File: src/rtl/segcache_pkg.sv
package segcache_pkg;
  localparam int SEG_CNT  = 6;
  localparam int IDX_W    = 3;
  localparam int SEL_W    = 16;
  localparam int ADDR_W   = 32;
  localparam int RIGHTS_W = 11;
  localparam int DESC_W   = 64;

  localparam logic [IDX_W-1:0] IDX_CS = 3'd1;
  localparam logic [IDX_W-1:0] IDX_SS = 3'd2;

  localparam logic [RIGHTS_W-1:0] RM_RIGHTS = 11'h093;
  localparam logic [ADDR_W-1:0]   RM_LIMIT  = 32'h0000_FFFF;

  typedef enum logic [1:0] {
    FLT_NONE = 2'd0,
    FLT_TYPE = 2'd1,
    FLT_NP   = 2'd2
  } flt_e;

  function automatic logic [ADDR_W-1:0] rm_base(input logic [SEL_W-1:0] sel);
    return {{(ADDR_W-SEL_W-4){1'b0}}, sel, 4'b0000};
  endfunction

  function automatic logic [ADDR_W-1:0] desc_base(input logic [DESC_W-1:0] d);
    return {d[63:56], d[39:16]};
  endfunction

  function automatic logic [ADDR_W-1:0] desc_limit(input logic [DESC_W-1:0] d);
    logic [19:0] raw;
    raw = {d[51:48], d[15:0]};
    if (d[55]) return {raw, 12'hFFF};
    return {12'h000, raw};
  endfunction

  function automatic logic [RIGHTS_W-1:0] desc_rights(input logic [DESC_W-1:0] d);
    return {d[55], d[54], d[52], d[47], d[46:45], d[44], d[43:40]};
  endfunction

  function automatic logic desc_exec(input logic [DESC_W-1:0] d);
    return d[44] & d[43];
  endfunction
endpackage

File: src/rtl/segcache_decode.sv
module segcache_decode
  import segcache_pkg::*;
(
  input  logic [DESC_W-1:0]   desc_i,
  input  logic                is_cs_i,
  output logic [ADDR_W-1:0]   base_o,
  output logic [ADDR_W-1:0]   limit_o,
  output logic [RIGHTS_W-1:0] rights_o,
  output flt_e                flt_o
);
  logic exec_w;
  logic present_w;

  assign exec_w    = desc_exec(desc_i);
  assign present_w = desc_i[47];
  assign base_o    = desc_base(desc_i);
  assign limit_o   = desc_limit(desc_i);
  assign rights_o  = desc_rights(desc_i);

  always_comb begin
    if (is_cs_i ? !exec_w : exec_w) flt_o = FLT_TYPE;
    else if (!present_w)            flt_o = FLT_NP;
    else                            flt_o = FLT_NONE;
  end
endmodule

File: src/rtl/segcache_entry.sv
module segcache_entry
  import segcache_pkg::*;
#(
  parameter int AW = ADDR_W,
  parameter int RW = RIGHTS_W
) (
  input  logic          clk,
  input  logic          rst_n,
  input  logic          ld_full_i,
  input  logic          ld_base_i,
  input  logic          rm_attr_i,
  input  logic [AW-1:0] full_base_i,
  input  logic [AW-1:0] full_limit_i,
  input  logic [RW-1:0] full_rights_i,
  input  logic [AW-1:0] rm_base_i,
  output logic [AW-1:0] base_o,
  output logic [AW-1:0] limit_o,
  output logic [RW-1:0] rights_o
);
  always_ff @(posedge clk) begin
    if (!rst_n) begin
      base_o   <= '0;
      limit_o  <= AW'(RM_LIMIT);
      rights_o <= RW'(RM_RIGHTS);
    end else if (ld_full_i) begin
      base_o   <= full_base_i;
      limit_o  <= full_limit_i;
      rights_o <= full_rights_i;
    end else begin
      if (ld_base_i) base_o <= rm_base_i;
      if (rm_attr_i) begin
        limit_o  <= AW'(RM_LIMIT);
        rights_o <= RW'(RM_RIGHTS);
      end
    end
  end


  keep_attr_chk: assert property (@(posedge clk) disable iff (!rst_n)
    (ld_base_i && !rm_attr_i && !ld_full_i) |=> ($stable(limit_o) && $stable(rights_o)));


  rm_attr_chk: assert property (@(posedge clk) disable iff (!rst_n)
    (rm_attr_i && !ld_full_i) |=> (limit_o == AW'(RM_LIMIT) && rights_o == RW'(RM_RIGHTS)));
endmodule

File: src/rtl/segcache_priv.sv
module segcache_priv (
  input  logic       clk,
  input  logic       rst_n,
  input  logic       legacy_i,
  input  logic [1:0] ss_dpl_i,
  input  logic       pm_ss_load_i,
  input  logic [1:0] new_dpl_i,
  output logic [1:0] cpl_o
);
  logic [1:0] cpl_q;

  always_ff @(posedge clk) begin
    if (!rst_n)            cpl_q <= 2'd0;
    else if (pm_ss_load_i) cpl_q <= new_dpl_i;
  end

  assign cpl_o = legacy_i ? ss_dpl_i : cpl_q;


  cpl_hold_chk: assert property (@(posedge clk) disable iff (!rst_n)
    !pm_ss_load_i |=> $stable(cpl_q));
endmodule

File: src/rtl/segcache_unit.sv
module segcache_unit
  import segcache_pkg::*;
#(
  parameter int N_SEG = SEG_CNT,
  parameter int IW    = IDX_W,
  parameter int SW    = SEL_W,
  parameter int AW    = ADDR_W,
  parameter int RW    = RIGHTS_W,
  parameter int DW    = DESC_W
) (
  input  logic              clk,
  input  logic              rst_n,
  input  logic              ld_valid_i,
  input  logic [IW-1:0]     ld_idx_i,
  input  logic              prot_mode_i,
  input  logic [SW-1:0]     sel_i,
  input  logic [DW-1:0]     desc_i,
  input  logic              far_xfer_i,
  input  logic              legacy_core_i,
  output logic [N_SEG*AW-1:0] seg_base_o,
  output logic [N_SEG*AW-1:0] seg_limit_o,
  output logic [N_SEG*RW-1:0] seg_rights_o,
  output logic [1:0]        fault_code_o,
  output logic [1:0]        cpl_o
);
  localparam int SS_POS = int'(IDX_SS);

  logic [AW-1:0] dec_base_w, dec_limit_w, rm_base_w;
  logic [RW-1:0] dec_rights_w;
  flt_e          dec_flt_w;
  logic          idx_ok_w;
  logic          pm_load_w;
  logic          pm_fault_w;
  logic          pm_ok_w;
  logic          rm_load_w;
  logic [N_SEG-1:0] hit_w;
  logic [1:0]    fault_q;

  assign idx_ok_w   = (int'(ld_idx_i) < N_SEG);
  assign pm_load_w  = ld_valid_i && prot_mode_i && idx_ok_w;
  assign rm_load_w  = ld_valid_i && !prot_mode_i;
  assign pm_fault_w = pm_load_w && (dec_flt_w != FLT_NONE);
  assign pm_ok_w    = pm_load_w && (dec_flt_w == FLT_NONE);
  assign rm_base_w  = rm_base(sel_i);

  segcache_decode u_decode (
    .desc_i   (desc_i),
    .is_cs_i  (ld_idx_i == IDX_CS),
    .base_o   (dec_base_w),
    .limit_o  (dec_limit_w),
    .rights_o (dec_rights_w),
    .flt_o    (dec_flt_w)
  );

  for (genvar g = 0; g < N_SEG; g++) begin : g_seg
    logic ld_full_w, ld_base_w, rm_attr_w;
    assign hit_w[g]   = ld_valid_i && (int'(ld_idx_i) == g);
    assign ld_full_w  = hit_w[g] && pm_ok_w;
    assign ld_base_w  = hit_w[g] && rm_load_w;
    if (g == int'(IDX_CS)) begin : g_cs
      assign rm_attr_w = legacy_core_i && !prot_mode_i && (ld_base_w || far_xfer_i);
    end else begin : g_data
      assign rm_attr_w = 1'b0;
    end

    segcache_entry #(.AW(AW), .RW(RW)) u_entry (
      .clk          (clk),
      .rst_n        (rst_n),
      .ld_full_i    (ld_full_w),
      .ld_base_i    (ld_base_w),
      .rm_attr_i    (rm_attr_w),
      .full_base_i  (dec_base_w),
      .full_limit_i (dec_limit_w),
      .full_rights_i(dec_rights_w),
      .rm_base_i    (rm_base_w),
      .base_o       (seg_base_o[g*AW +: AW]),
      .limit_o      (seg_limit_o[g*AW +: AW]),
      .rights_o     (seg_rights_o[g*RW +: RW])
    );
  end

  always_ff @(posedge clk) begin
    if (!rst_n)          fault_q <= FLT_NONE;
    else if (pm_fault_w) fault_q <= dec_flt_w;
    else                 fault_q <= FLT_NONE;
  end
  assign fault_code_o = fault_q;

  segcache_priv u_priv (
    .clk          (clk),
    .rst_n        (rst_n),
    .legacy_i     (legacy_core_i),
    .ss_dpl_i     (seg_rights_o[SS_POS*RW + 5 +: 2]),
    .pm_ss_load_i (hit_w[SS_POS] && pm_ok_w && !legacy_core_i),
    .new_dpl_i    (dec_rights_w[6:5]),
    .cpl_o        (cpl_o)
  );


  fault_noupd_chk: assert property (@(posedge clk) disable iff (!rst_n)
    pm_fault_w |=> (fault_code_o != 2'd0 && $stable(seg_base_o) &&
                    $stable(seg_limit_o) && $stable(seg_rights_o)));


  fault_clear_chk: assert property (@(posedge clk) disable iff (!rst_n)
    !pm_fault_w |=> (fault_code_o == 2'd0));


  bad_idx_chk: assert property (@(posedge clk) disable iff (!rst_n)
    (ld_valid_i && !idx_ok_w && !far_xfer_i) |=> ($stable(seg_base_o) &&
      $stable(seg_limit_o) && $stable(seg_rights_o)));
endmodule

File: config.mk
export PLATFORM = sky130hd
export DESIGN_NAME = segcache_unit
export DESIGN_NICKNAME = d
export VERILOG_FILES = /design/src/rtl/segcache_pkg.sv /design/src/rtl/segcache_decode.sv /design/src/rtl/segcache_entry.sv /design/src/rtl/segcache_priv.sv /design/src/rtl/segcache_unit.sv
export SDC_FILE = /design/constraint.sdc
export NUM_CORES = 1
export LEC_CHECK = 0
export BUFFER_PORTS_ARGS = -buffer_cell sky130_fd_sc_hd__buf_2
export CORE_AREA = 3 3 210 212
export DETAILED_ROUTE_END_ITERATION = 7
export DIE_AREA = 0 0 213 215
export SYNTH_ARGS = -nofsm -noshare
export SYNTH_HDL_FRONTEND = slang
export SYNTH_SLANG_ARGS = --single-unit
File: constraint.sdc
create_clock -name clk -period 3.9 [get_ports clk]
set_input_delay 0.195 -clock clk [delete_from_list [all_inputs] [get_ports clk]]
set_output_delay 0.195 -clock clk [all_outputs]
set_load 0.01 [all_outputs]
==> results of run 1 <==
-- logic make-up after synthesis --
| kind of cell | count (synthesis) | share of synthesized area [%] |
|---|---|---|
| mux | 8 | 0.544 |
| xor+xnor | 2 | 0.202 |
| buf+inv | 198 | 4.81 |
| simple gates | 655 | 18.9 |
| flops | 454 | 56.5 |
| compound gates | 488 | 19.0 |
-- cell usage after synthesis, types with 3 or more instances --
cell type | instances | area share, %
sky130_fd_sc_hd__o221ai_1 | 32 | 1.7
sky130_fd_sc_hd__a22o_1 | 17 | 0.93
sky130_fd_sc_hd__buf_2 | 25 | 0.78
sky130_fd_sc_hd__inv_1 | 32 | 0.75
sky130_fd_sc_hd__nor3b_1 | 16 | 0.75
sky130_fd_sc_hd__a21oi_2 | 3 | 0.16
sky130_fd_sc_hd__clkbuf_1 | 126 | 2.9
sky130_fd_sc_hd__or3_1 | 22 | 0.86
sky130_fd_sc_hd__a31oi_1 | 16 | 0.62
sky130_fd_sc_hd__o211a_1 | 32 | 2.0
sky130_fd_sc_hd__buf_1 | 15 | 0.35
sky130_fd_sc_hd__nor2_1 | 55 | 1.3
sky130_fd_sc_hd__a2bb2oi_1 | 16 | 0.87
sky130_fd_sc_hd__o22ai_1 | 62 | 2.4
sky130_fd_sc_hd__nor3_1 | 115 | 3.6
sky130_fd_sc_hd__nand2_1 | 263 | 6.1
sky130_fd_sc_hd__nor4_1 | 16 | 0.62
sky130_fd_sc_hd__a211oi_1 | 4 | 0.19
sky130_fd_sc_hd__nand2b_1 | 7 | 0.27
sky130_fd_sc_hd__mux2_2 | 6 | 0.42
sky130_fd_sc_hd__and2_1 | 3 | 0.12
sky130_fd_sc_hd__a22oi_1 | 16 | 0.75
sky130_fd_sc_hd__o21ai_1 | 18 | 0.56
sky130_fd_sc_hd__nand3_1 | 137 | 4.3
sky130_fd_sc_hd__a32o_1 | 5 | 0.31
sky130_fd_sc_hd__nor2b_1 | 5 | 0.19
sky130_fd_sc_hd__o21ai_0 | 99 | 3.1
sky130_fd_sc_hd__a21oi_1 | 159 | 4.9
sky130_fd_sc_hd__dfxtp_1 | 454 | 56
-- power by group --
group          leakage (µW)  switching [µW]  total, µW  internal, µW
registers           0.00366            16.3       4680          4670
logic               0.00478             384        548           164
clock network      0.000838            1900       4760          2860
-- stage by stage --
| step | worst slack (ns) | cells | total power [µW] | hold WS [ns] |
|---|---|---|---|---|
| finish | 0.849 | 2903 | 10000 | 0.0434 |
| floorplan | 2.07 | 1805 | 5030 | 0.274 |
| global placement | 1.16 | 2746 | 5280 | 0.419 |
| CTS | 0.888 | 2902 | 10100 | 0.00852 |
| detailed placement | 1.12 | 2746 | 5280 | 0.422 |
| global route | 0.679 | 2903 | 10300 | 0.0309 |
-- state kept, by name, summed over array words and instances, names as in the netlist --
signal                  flops
fault_code_o                2
g_seg.u_entry.base_o      192
g_seg.u_entry.limit_o     192
g_seg.u_entry.rights_o     66
u_priv.cpl_q                2
-- worst paths after layout --
| kind | start | endpoint | slack (ns) | cells after the start |
|---|---|---|---|---|
| max | desc_i[44] | g_seg[4].u_entry.rights_o[0] | 0.85 | 10 |
| min | desc_i[6] | g_seg[1].u_entry.limit_o[6] | 0.04 | 3 |
| max reg2reg | g_seg[2].u_entry.base_o[4] | g_seg[2].u_entry.base_o[4] | 2.61 | 3 |
| min reg2reg | g_seg[5].u_entry.rights_o[7] | g_seg[5].u_entry.rights_o[7] | 0.44 | 1 |
-- cell type report --
type	instances	area, µm²
multi-input combinational	1153	6300
antenna	1	2.50
sequential	454	9090
tap	539	674
timing repair buffer	634	3600
clock inverter	19	210
clock buffer	71	1460
inverter	32	125
fill	4023	20700
-- what timing repair did --
| action | CTS | global route |
|---|---|---|
| hold buffers | 66 | 0 |
| hold endpoints to repair | 178 | 0 |
| resized for setup | 0 | 0 |
-- tightest hold or removal path, delay by kind of cell --
kind | cells | cell delay, ns
AOI/OAI and AO/OA | 1 | 0.14
buffers and inverters | 1 | 0.12
and+or+nand+nor | 1 | 0.13
-- per-layer routing --
| layer | GRT usage (%) | part of all wire (%) | vias up |
|---|---|---|---|
| met5 | 0 | 0.051 | - |
| met1 | 32.2 | 39 | 7618 |
| met4 | 11.7 | 4.7 | 4 |
| met3 | 8.33 | 9.1 | 162 |
| met2 | 44.4 | 47 | 731 |
| li1 | - | - | 7464 |
==> impl_metrics.ini, run 1 <==
[clock_network]
cts_tree = built
root_buffer = sky130_fd_sc_hd__clkbuf_16
postCtsSetupRepairBufs = 0
clock_insertion_delay_worst_skew_ns = 0.57
ctsHtreeMaxLevel = 2
clock_tree.buffer_depth = 3
cts_inserted_buffers = 48
cts.sink_count = 454
clk_pin_slew_worst_paths_ns = 0.07

[grt]
grt_max_degree = 97
grt_overflow_total = 0
number_of_antenna_violations_at_the_first_check_in_global_routing = 3
grt_usage_pct = 26.9
grt_pass1_wl_mm = 94.8
grt_pass1_vias = 15197

[sta]
final_period_minus_worst_setup_slack_ns = 3.05
report.final.slew_viol_count = 0
final.period_utilization_pct = 78.2
slew_at_the_pin_closest_to_its_max_slew_limit_ns = 1.13
relSlewSlack_pct = 24.8
setup-tns-final_ns = 0
setup_viol_count_final = 0
rsz0062_at_grt = false
hold_violations = 0
finalClockSkew_ns = 0
top_achievable_clock_speed_mhz = 328

[critical_path]
critical_path_class = in -> reg
crit_path_max_fo = 59
crit_family = buffers and inverters
critical_path.slowest_cell = sky130_fd_sc_hd__dlygate4sd3_1
arrival_ns = 3.59
start_kind = primary input
end_kind = flop
critical_path_required_ns = 4.44
crit_path_cell_trace = dlygate4sd3_1 -> buf_2 -> nand2_1 -> nand4_1 -> buf_4 -> nor2_4 -> buf_4 -> nand2_1 -> nand3_1 -> dlygate4sd3_1
worst-path-buf-inv = 5
timing.critical_path.slowest_cell_delay_ns = 0.55

[route]
post_drt_wl_per_cell_um = 22.4
num_vias = 15979
avgViaCountPerCell = 5.50
post-route-drc-count = 0
drt_pre_antenna_iters = 5
route.final.wire_length_mm = 65.0
drt_iter0_drc = 1395
antenna_violating_nets_post_route = 0

[pwr]
cell_pwr_density_mw_per_mm2 = 466
peakVddDrop_uv = 314
power_leakage_uw = 0.00928

[outcome]
outcome = complete, no violations

[placed_design]
dp_hpwl_mm = 45.9
final_weighted_congestion_in_routability_driven_placement = 0.921
placement.io_buffers = 541
place_area_mm2 = 0.0191

[finish]
stdcell_area_mm2 = 0.0215
most-common-layout-cells = 540 x sky130_fd_sc_hd__buf_2, 454 x sky130_fd_sc_hd__dfxtp_1, 261 x sky130_fd_sc_hd__nand2_1, 158 x sky130_fd_sc_hd__a21oi_1, 137 x sky130_fd_sc_hd__nand3_1
final_layout_size_suffix_gt1_share_pct = 28.8
final_net_count = 2412
areaGrowthSynthToFinish_pct = 33.4
final_common_cell = sky130_fd_sc_hd__buf_2
finalCoreUtilization_pct = 50.9

[synthesis]
portion_of_the_post_synthesis_area_used_by_sequential_elements_pct = 56.5
synth_area_mm2 = 0.0161
netlist-cell-type-count = 51
number_of_enable_type_register_cells_in_the_synthesized_netlist = 0
postSynth.asyncResetShare_pct = 0
net_count_synth = 1894
yosys_warnings = 0
ys_seq_elements = 454
synth_instances = 1805
ys.flop_type = sky130_fd_sc_hd__dfxtp_1
post_synth.cell_area_avg_um2 = 8.91

[floorplan]
die_height_um = 215
core_region_area_mm2 = 0.0421
floorplan.die.width_um = 213
floorplan.rows = 75
ports_placed_on_the_boundary = 543
effective_utilization_at_floorplan_pct = 38.2
die_area_mm2 = 0.0458

[job]
max-cap-violations = 0

[min_path]
worstHoldPathType = in -> reg
No activity file was read; power rests on OpenSTA's default activity.
==> run 2, diff against run 1 <==
Settings changed: PLACE_DENSITY set to 0.65.
Clock period 3.9 ns to 2.8 ns, I/O delays scaled along.
==> run 2 against run 1 <==
Setup slack worse by 0.63 ns. Sequential share of layout area is 0.60 points lower. First-iteration DRC count is 2.2% higher. Design area is 1.4% higher. Clock skew stayed put. Largest cell class unchanged. Power is 39% higher. Sequential power is 39% higher. Final cell count is 1.1% higher. Global-route usage is 0.19 points lower. Non-clock buffer count is 36 higher. Sequential cell count stayed put. Die area stayed put.
==> impl_metrics.ini, run 2 (synthesis gave the netlist of run 1 again) <==
[outcome]
outcome = complete, no violations

[clock_network]
postCtsSetupRepairBufs = 0
cts_inserted_buffers = 47
root_buffer = sky130_fd_sc_hd__clkbuf_16
clk_pin_slew_worst_paths_ns = 0.06
cts_tree = built
clock_tree.buffer_depth = 3
cts.sink_count = 454
ctsHtreeMaxLevel = 2
clock_insertion_delay_worst_skew_ns = 0.56

[finish]
layout_top_registers = g_seg.u_entry.base_o: 192 flops, g_seg.u_entry.limit_o: 192 flops, g_seg.u_entry.rights_o: 66 flops
final_net_count = 2447
fillCellCount = 3974
final-instance-count-excl-fill = 2935
areaGrowthSynthToFinish_pct = 35.3
most-common-layout-cells = 540 x sky130_fd_sc_hd__buf_2, 454 x sky130_fd_sc_hd__dfxtp_1, 261 x sky130_fd_sc_hd__nand2_1, 158 x sky130_fd_sc_hd__a21oi_1, 137 x sky130_fd_sc_hd__nand3_1
final_common_cell = sky130_fd_sc_hd__buf_2
final_layout_size_suffix_gt1_share_pct = 29.1

[route]
num_vias = 16073
route.final.wire_length_mm = 64.2
avgViaCountPerCell = 5.48
post_drt_wl_per_cell_um = 21.9
drt_iter0_drc = 1425
post-route-drc-count = 0
antenna_violating_nets_post_route = 0
drt_pre_antenna_iters = 5

[placed_design]
placement.io_buffers = 541
dp_hpwl_mm = 46.4
dpl.cell_count = 2766
final_weighted_congestion_in_routability_driven_placement = 0.932
dp_worst_setup_slack_ns = 0.309

[job]
max-cap-violations = 0

[critical_path]
crit_path_max_fo = 48
crit_family = buffers and inverters
r2r_slack_ns = 1.52
end_kind = flop
crit_path_cell_trace = dlygate4sd3_1 -> buf_2 -> nand2_1 -> nand4_1 -> buf_4 -> a21oi_4 -> buf_6 -> o21ai_0 -> a31oi_1 -> dlygate4sd3_1
critical_path_class = in -> reg
critical_path.slowest_cell = sky130_fd_sc_hd__dlygate4sd3_1
critical_path_required_ns = 3.31
worst-path-buf-inv = 5
arrival_ns = 3.09
cp_common_cell = sky130_fd_sc_hd__dlygate4sd3_1
start_kind = primary input
timing.critical_path.slowest_cell_delay_ns = 0.58

[sta]
setup_ws_ns = 0.215
final.period_utilization_pct = 92.3
relSlewSlack_pct = 34.4
hold_violations = 0
setup-tns-final_ns = 0
timing.hold.ws_ns = 0.0390
rsz0062_at_grt = false
final_period_minus_worst_setup_slack_ns = 2.59
setup_viol_count_final = 0
top_achievable_clock_speed_mhz = 387
report.final.slew_viol_count = 0
finalClockSkew_ns = 0
slew_at_the_pin_closest_to_its_max_slew_limit_ns = 0.981

[pwr]
power_leakage_uw = 0.00944
cell_pwr_density_mw_per_mm2 = 637
total_power_draw_uw = 13900
peakVddDrop_uv = 462

[floorplan]
die_height_um = 215
floorplan.die.width_um = 213
floorplan.rows = 75
ports_placed_on_the_boundary = 543
effective_utilization_at_floorplan_pct = 38.2
die_area_mm2 = 0.0458
core_region_area_mm2 = 0.0421

[grt]
number_of_antenna_violations_at_the_first_check_in_global_routing = 3
use_met2_pct = 44.2
grt_pass1_wl_mm = 95.2
groute.layer.met3.usage_pct = 6.45
grt_overflow_total = 0
grt_pass1_vias = 15627
grt_usage_pct = 26.7
use_met1_pct = 32.6
grt_max_degree = 117
gr-max-usage-layer = met2

[min_path]
worstHoldPathType = in -> reg
run 2: cell type report:
| type | count | area, µm² | area share [%] |
|---|---|---|---|
| Antenna cell | 1 | 2.50 | 0.0115 |
| Multi-Input combinational cell | 1153 | 6300 | 28.9 |
| Clock inverter | 17 | 220 | 1.01 |
| Inverter | 32 | 125 | 0.575 |
| Timing Repair Buffer | 670 | 3940 | 18.1 |
| Sequential cell | 454 | 9090 | 41.7 |
| Tap cell | 539 | 674 | 3.10 |
| Clock buffer | 69 | 1420 | 6.53 |
run 2: final timing paths:
kind / endpoint / cells after the start / start
worst max-delay path: g_seg[2].u_entry.base_o[14] / 10 / desc_i[43]
worst min register to register: g_seg[0].u_entry.rights_o[7] / 1 / g_seg[0].u_entry.rights_o[7]
worst max register to register: g_seg[2].u_entry.base_o[14] / 3 / g_seg[2].u_entry.base_o[14]
worst min-delay path: g_seg[3].u_entry.rights_o[10] / 3 / desc_i[55]
run 2: where the power goes:
part,switching [µW],internal [µW],total [µW]
Combinational,535,257,792
Sequential,24.0,6500,6520
Clock,2640,3910,6550
Total,3200,10700,13900
run 2: timing repair:
action | in CTS | in global routing
setup endpoints to repair | 0 | 3
hold buffers | 82 | 0
resized for setup | 0 | 1
hold endpoints to repair | 255 | 0
run 2: stage by stage:
stage,utilization [%],area [µm²]
after global routing,51.7,21800
after detailed placement,45.8,19300
after global placement,45.8,19300
final,51.7,21800
after floorplan,-,16100
after CTS,51.7,21800
run 2: metal layers:
layer	wire length, µm	up-vias	part of all wire, %
met4	3320	4	5.2
met1	25500	7622	40
met3	5300	171	8.3
li1	-	7512	-
met2	30000	764	47
met5	25	-	0.039
run 2: worst min-delay path, stage by stage:
cell and delay [ns]:
sky130_fd_sc_hd__buf_2 0.25, sky130_fd_sc_hd__nand2_1 0.11, sky130_fd_sc_hd__a21oi_1 0.05
==> run 3, diff against run 2 <==
Settings changed: ABC_AREA set to 1, BUFFER_PORTS_ARGS -buffer_cell sky130_fd_sc_hd__buf_2 to not set, CORE_AREA 3 3 210 212 to not set, CORE_ASPECT_RATIO set to 0.8, CORE_MARGIN set to 3, CORE_UTILIZATION set to 43, DIE_AREA 0 0 213 215 to not set, DONT_BUFFER_PORTS set to 1, PLACE_DENSITY 0.65 to not set.
==> run 3 against run 2 <==
Clock skew stayed put. Synthesized cell count is 17% higher. Sequential share of layout area is 4.1 points higher.
==> impl_metrics.ini, run 3 <==
[finish]
stdcell_area_mm2 = 0.0198
most-common-layout-cells = 527 x sky130_fd_sc_hd__nand2_1, 454 x sky130_fd_sc_hd__dfxtp_1, 247 x sky130_fd_sc_hd__a21oi_1, 116 x sky130_fd_sc_hd__nor2_1, 115 x sky130_fd_sc_hd__o21ai_0
final_net_count = 2218
final-instance-count-excl-fill = 2693
final_common_cell = sky130_fd_sc_hd__nand2_1
insertedDiodeCount = 0
layout_top_registers = g_seg.u_entry.base_o: 192 flops, g_seg.u_entry.limit_o: 192 flops, g_seg.u_entry.rights_o: 66 flops
final_layout_size_suffix_gt1_share_pct = 8.18
areaGrowthSynthToFinish_pct = 15.9

[placed_design]
dpl.cell_count = 2515
place_area_mm2 = 0.0174
dp_worst_setup_slack_ns = 0.527
final_weighted_congestion_in_routability_driven_placement = 0.859
placement.io_buffers = 0
dp_hpwl_mm = 44.3

[sta]
report.final.slew_viol_count = 0
setup_ws_ns = 0.352
final.period_utilization_pct = 87.4
final_period_minus_worst_setup_slack_ns = 2.45
hold_violations = 0
slew_at_the_pin_closest_to_its_max_slew_limit_ns = 0.910
setup_viol_count_final = 0
top_achievable_clock_speed_mhz = 408
rsz0062_at_grt = false
relSlewSlack_pct = 39.3
finalClockSkew_ns = 0
setup-tns-final_ns = 0

[synthesis]
yosys.area_share.adder_pct = 0
post_synth_most_frequent_cells = 529 x sky130_fd_sc_hd__nand2_1, 454 x sky130_fd_sc_hd__dfxtp_1, 247 x sky130_fd_sc_hd__a21oi_1
netlist-cell-type-count = 35
post_synth.cell_area_avg_um2 = 8.12
synth_area_mm2 = 0.0171
compound_gate_fraction_of_synth_area_pct = 15.8
synthSimpleGateAreaFrac_pct = 23.8
synth_xor_xnor_area_share_pct = 0
ys.flop_type = sky130_fd_sc_hd__dfxtp_1
portion_of_the_post_synthesis_area_used_by_sequential_elements_pct = 53.1
net_count_synth = 2194
synth_instances = 2105
post-synth-top-area-cell = sky130_fd_sc_hd__dfxtp_1
synth.top_cell.area_share_pct = 53.1
postSynth.asyncResetShare_pct = 0
synthTopCellsByArea = sky130_fd_sc_hd__dfxtp_1 53%, sky130_fd_sc_hd__nand2_1 12%, sky130_fd_sc_hd__a21oi_1 7.2%, sky130_fd_sc_hd__nand3b_1 4.7%, sky130_fd_sc_hd__nand3_1 3.4%
number_of_enable_type_register_cells_in_the_synthesized_netlist = 0
yosys_warnings = 0
largest_family_of_logic_cells_by_synthesized_area = simple AND/OR/NAND/NOR gates
synth.area.mux_share_pct = 0.293
post-synth-top-count-cell = sky130_fd_sc_hd__nand2_1
ys_seq_elements = 454

[grt]
number_of_antenna_violations_at_the_first_check_in_global_routing = 1
grt_max_degree = 140
grt_pass1_vias = 14393
grt_pass1_wl_mm = 95.2
grt_usage_pct = 29.3
grt_overflow_total = 0

[floorplan]
ports_placed_on_the_boundary = 543
die_area_mm2 = 0.0422
floorplan.die.width_um = 229
core_region_area_mm2 = 0.0388
floorplan.rows = 64
effective_utilization_at_floorplan_pct = 44.1
die_height_um = 184

[route]
avgViaCountPerCell = 5.64
antenna_violating_nets_post_route = 0
num_vias = 15183
drt_iter0_drc = 1352
post-route-drc-count = 0
route.final.wire_length_mm = 64.7
post_drt_wl_per_cell_um = 24.0
drt_pre_antenna_iters = 5

[clock_network]
cts.sink_count = 454
clock_tree.buffer_depth = 3
cts_tree = built
root_buffer = sky130_fd_sc_hd__clkbuf_16
clock_insertion_delay_worst_skew_ns = 0.54
cts_inserted_buffers = 45
ctsHtreeMaxLevel = 2
clk_pin_slew_worst_paths_ns = 0.06
postCtsSetupRepairBufs = 0

[critical_path]
start_kind = primary input
cp_common_cell = sky130_fd_sc_hd__nand2_2
end_kind = flop
timing.critical_path.slowest_cell_delay_ns = 0.66
crit_path_cell_trace = dlygate4sd3_1 -> inv_2 -> nor2_2 -> nand3_2 -> nand2_4 -> nand2_2 -> nand2_2 -> nand2_2 -> a21oi_1 -> dlygate4sd3_1 -> nor2_1
arrival_ns = 2.89
critical_path.slowest_cell = sky130_fd_sc_hd__dlygate4sd3_1
r2r.worst_path.cells = 3
critical_path_required_ns = 3.24
crit_path_max_fo = 26
critical_path_class = in -> reg

[min_path]
min_delay_path_depth = 2
worstHoldPathType = in -> reg

[pwr]
peakVddDrop_uv = 386
cell_pwr_density_mw_per_mm2 = 667
power_leakage_uw = 0.00817

[outcome]
outcome = complete, no violations

[job]
max-cap-violations = 0
## run 3: cell types whose count changed after synthesis, sizes merged, moves of 32 or more
cell,previous run,this run
a22oi,16,61
o22ai,63,9
o211a,32,0
inv,32,115
clkbuf,126,71
a21oi,162,247
o221ai,32,0
nand2,264,532
nor3,115,11
nand3b,2,113
nor2,55,121
buf,40,82
## run 3: final cells by class
cell class | count | area (µm²)
clock buffers | 64 | 1280
clock inverters | 19 | 171
fillers | 3733 | 18900
inverters | 119 | 453
multi-input cells | 1379 | 6900
flip-flops and latches | 454 | 9090
well taps | 528 | 661
repair buffers | 130 | 1270
## run 3: per-stage QoR
step | hold slack (ns) | total power [µW] | utilization (%)
CTS | 0.00415 | 13300 | 51.1
floorplan | 0.278 | 7040 | -
global route | 0.0162 | 13600 | 51.1
detailed placement | 0.228 | 7160 | 44.9
global placement | 0.232 | 7160 | 44.9
finish | 0.0272 | 13200 | 51.1
## run 3: logic make-up (layout without fill, tap and decap cells)
group | after synthesis | after routing
simple gates | 903 | 903
compound gates | 471 | 471
flops | 454 | 454
buf+inv | 272 | 332
mux | 5 | 5
## run 3: final timing paths
check / from / end / slack [ns]
worst min-delay path: rst_n / u_priv.cpl_q[0] / 0.03
worst max-delay path: ld_idx_i[0] / g_seg[5].u_entry.base_o[15] / 0.35
worst min register to register: u_priv.cpl_q[0] / u_priv.cpl_q[0] / 0.47
worst max register to register: g_seg[1].u_entry.limit_o[5] / g_seg[1].u_entry.limit_o[5] / 1.54
## run 3: routing by layer
metal	vias to the layer above	wire length, µm	GRT usage (%)
met5	-	9	0
met4	2	2340	9.48
met3	132	7320	10.9
met2	750	29600	47.4
met1	7296	25500	36.4
li1	7003	-	-
## run 3: critical path, delay by kind of cell
kind / cells / cell delay [ns]
compound gates: 1 / 0.23
buf+inv: 3 / 1.32
simple gates: 7 / 1.17
## run 3: what timing repair did
item / 4_1_cts / 5_1_grt
endpoints found under the setup margin: 0 / 1
gates resized for setup: 0 / 2
hold buffers: 94 / 1
endpoints found under the hold margin: 412 / 1
## run 3: power breakdown
group	internal, µW	switching, µW
clock	3390	2600
sequential	6500	63.4
combinational	198	462
total	10100	3130
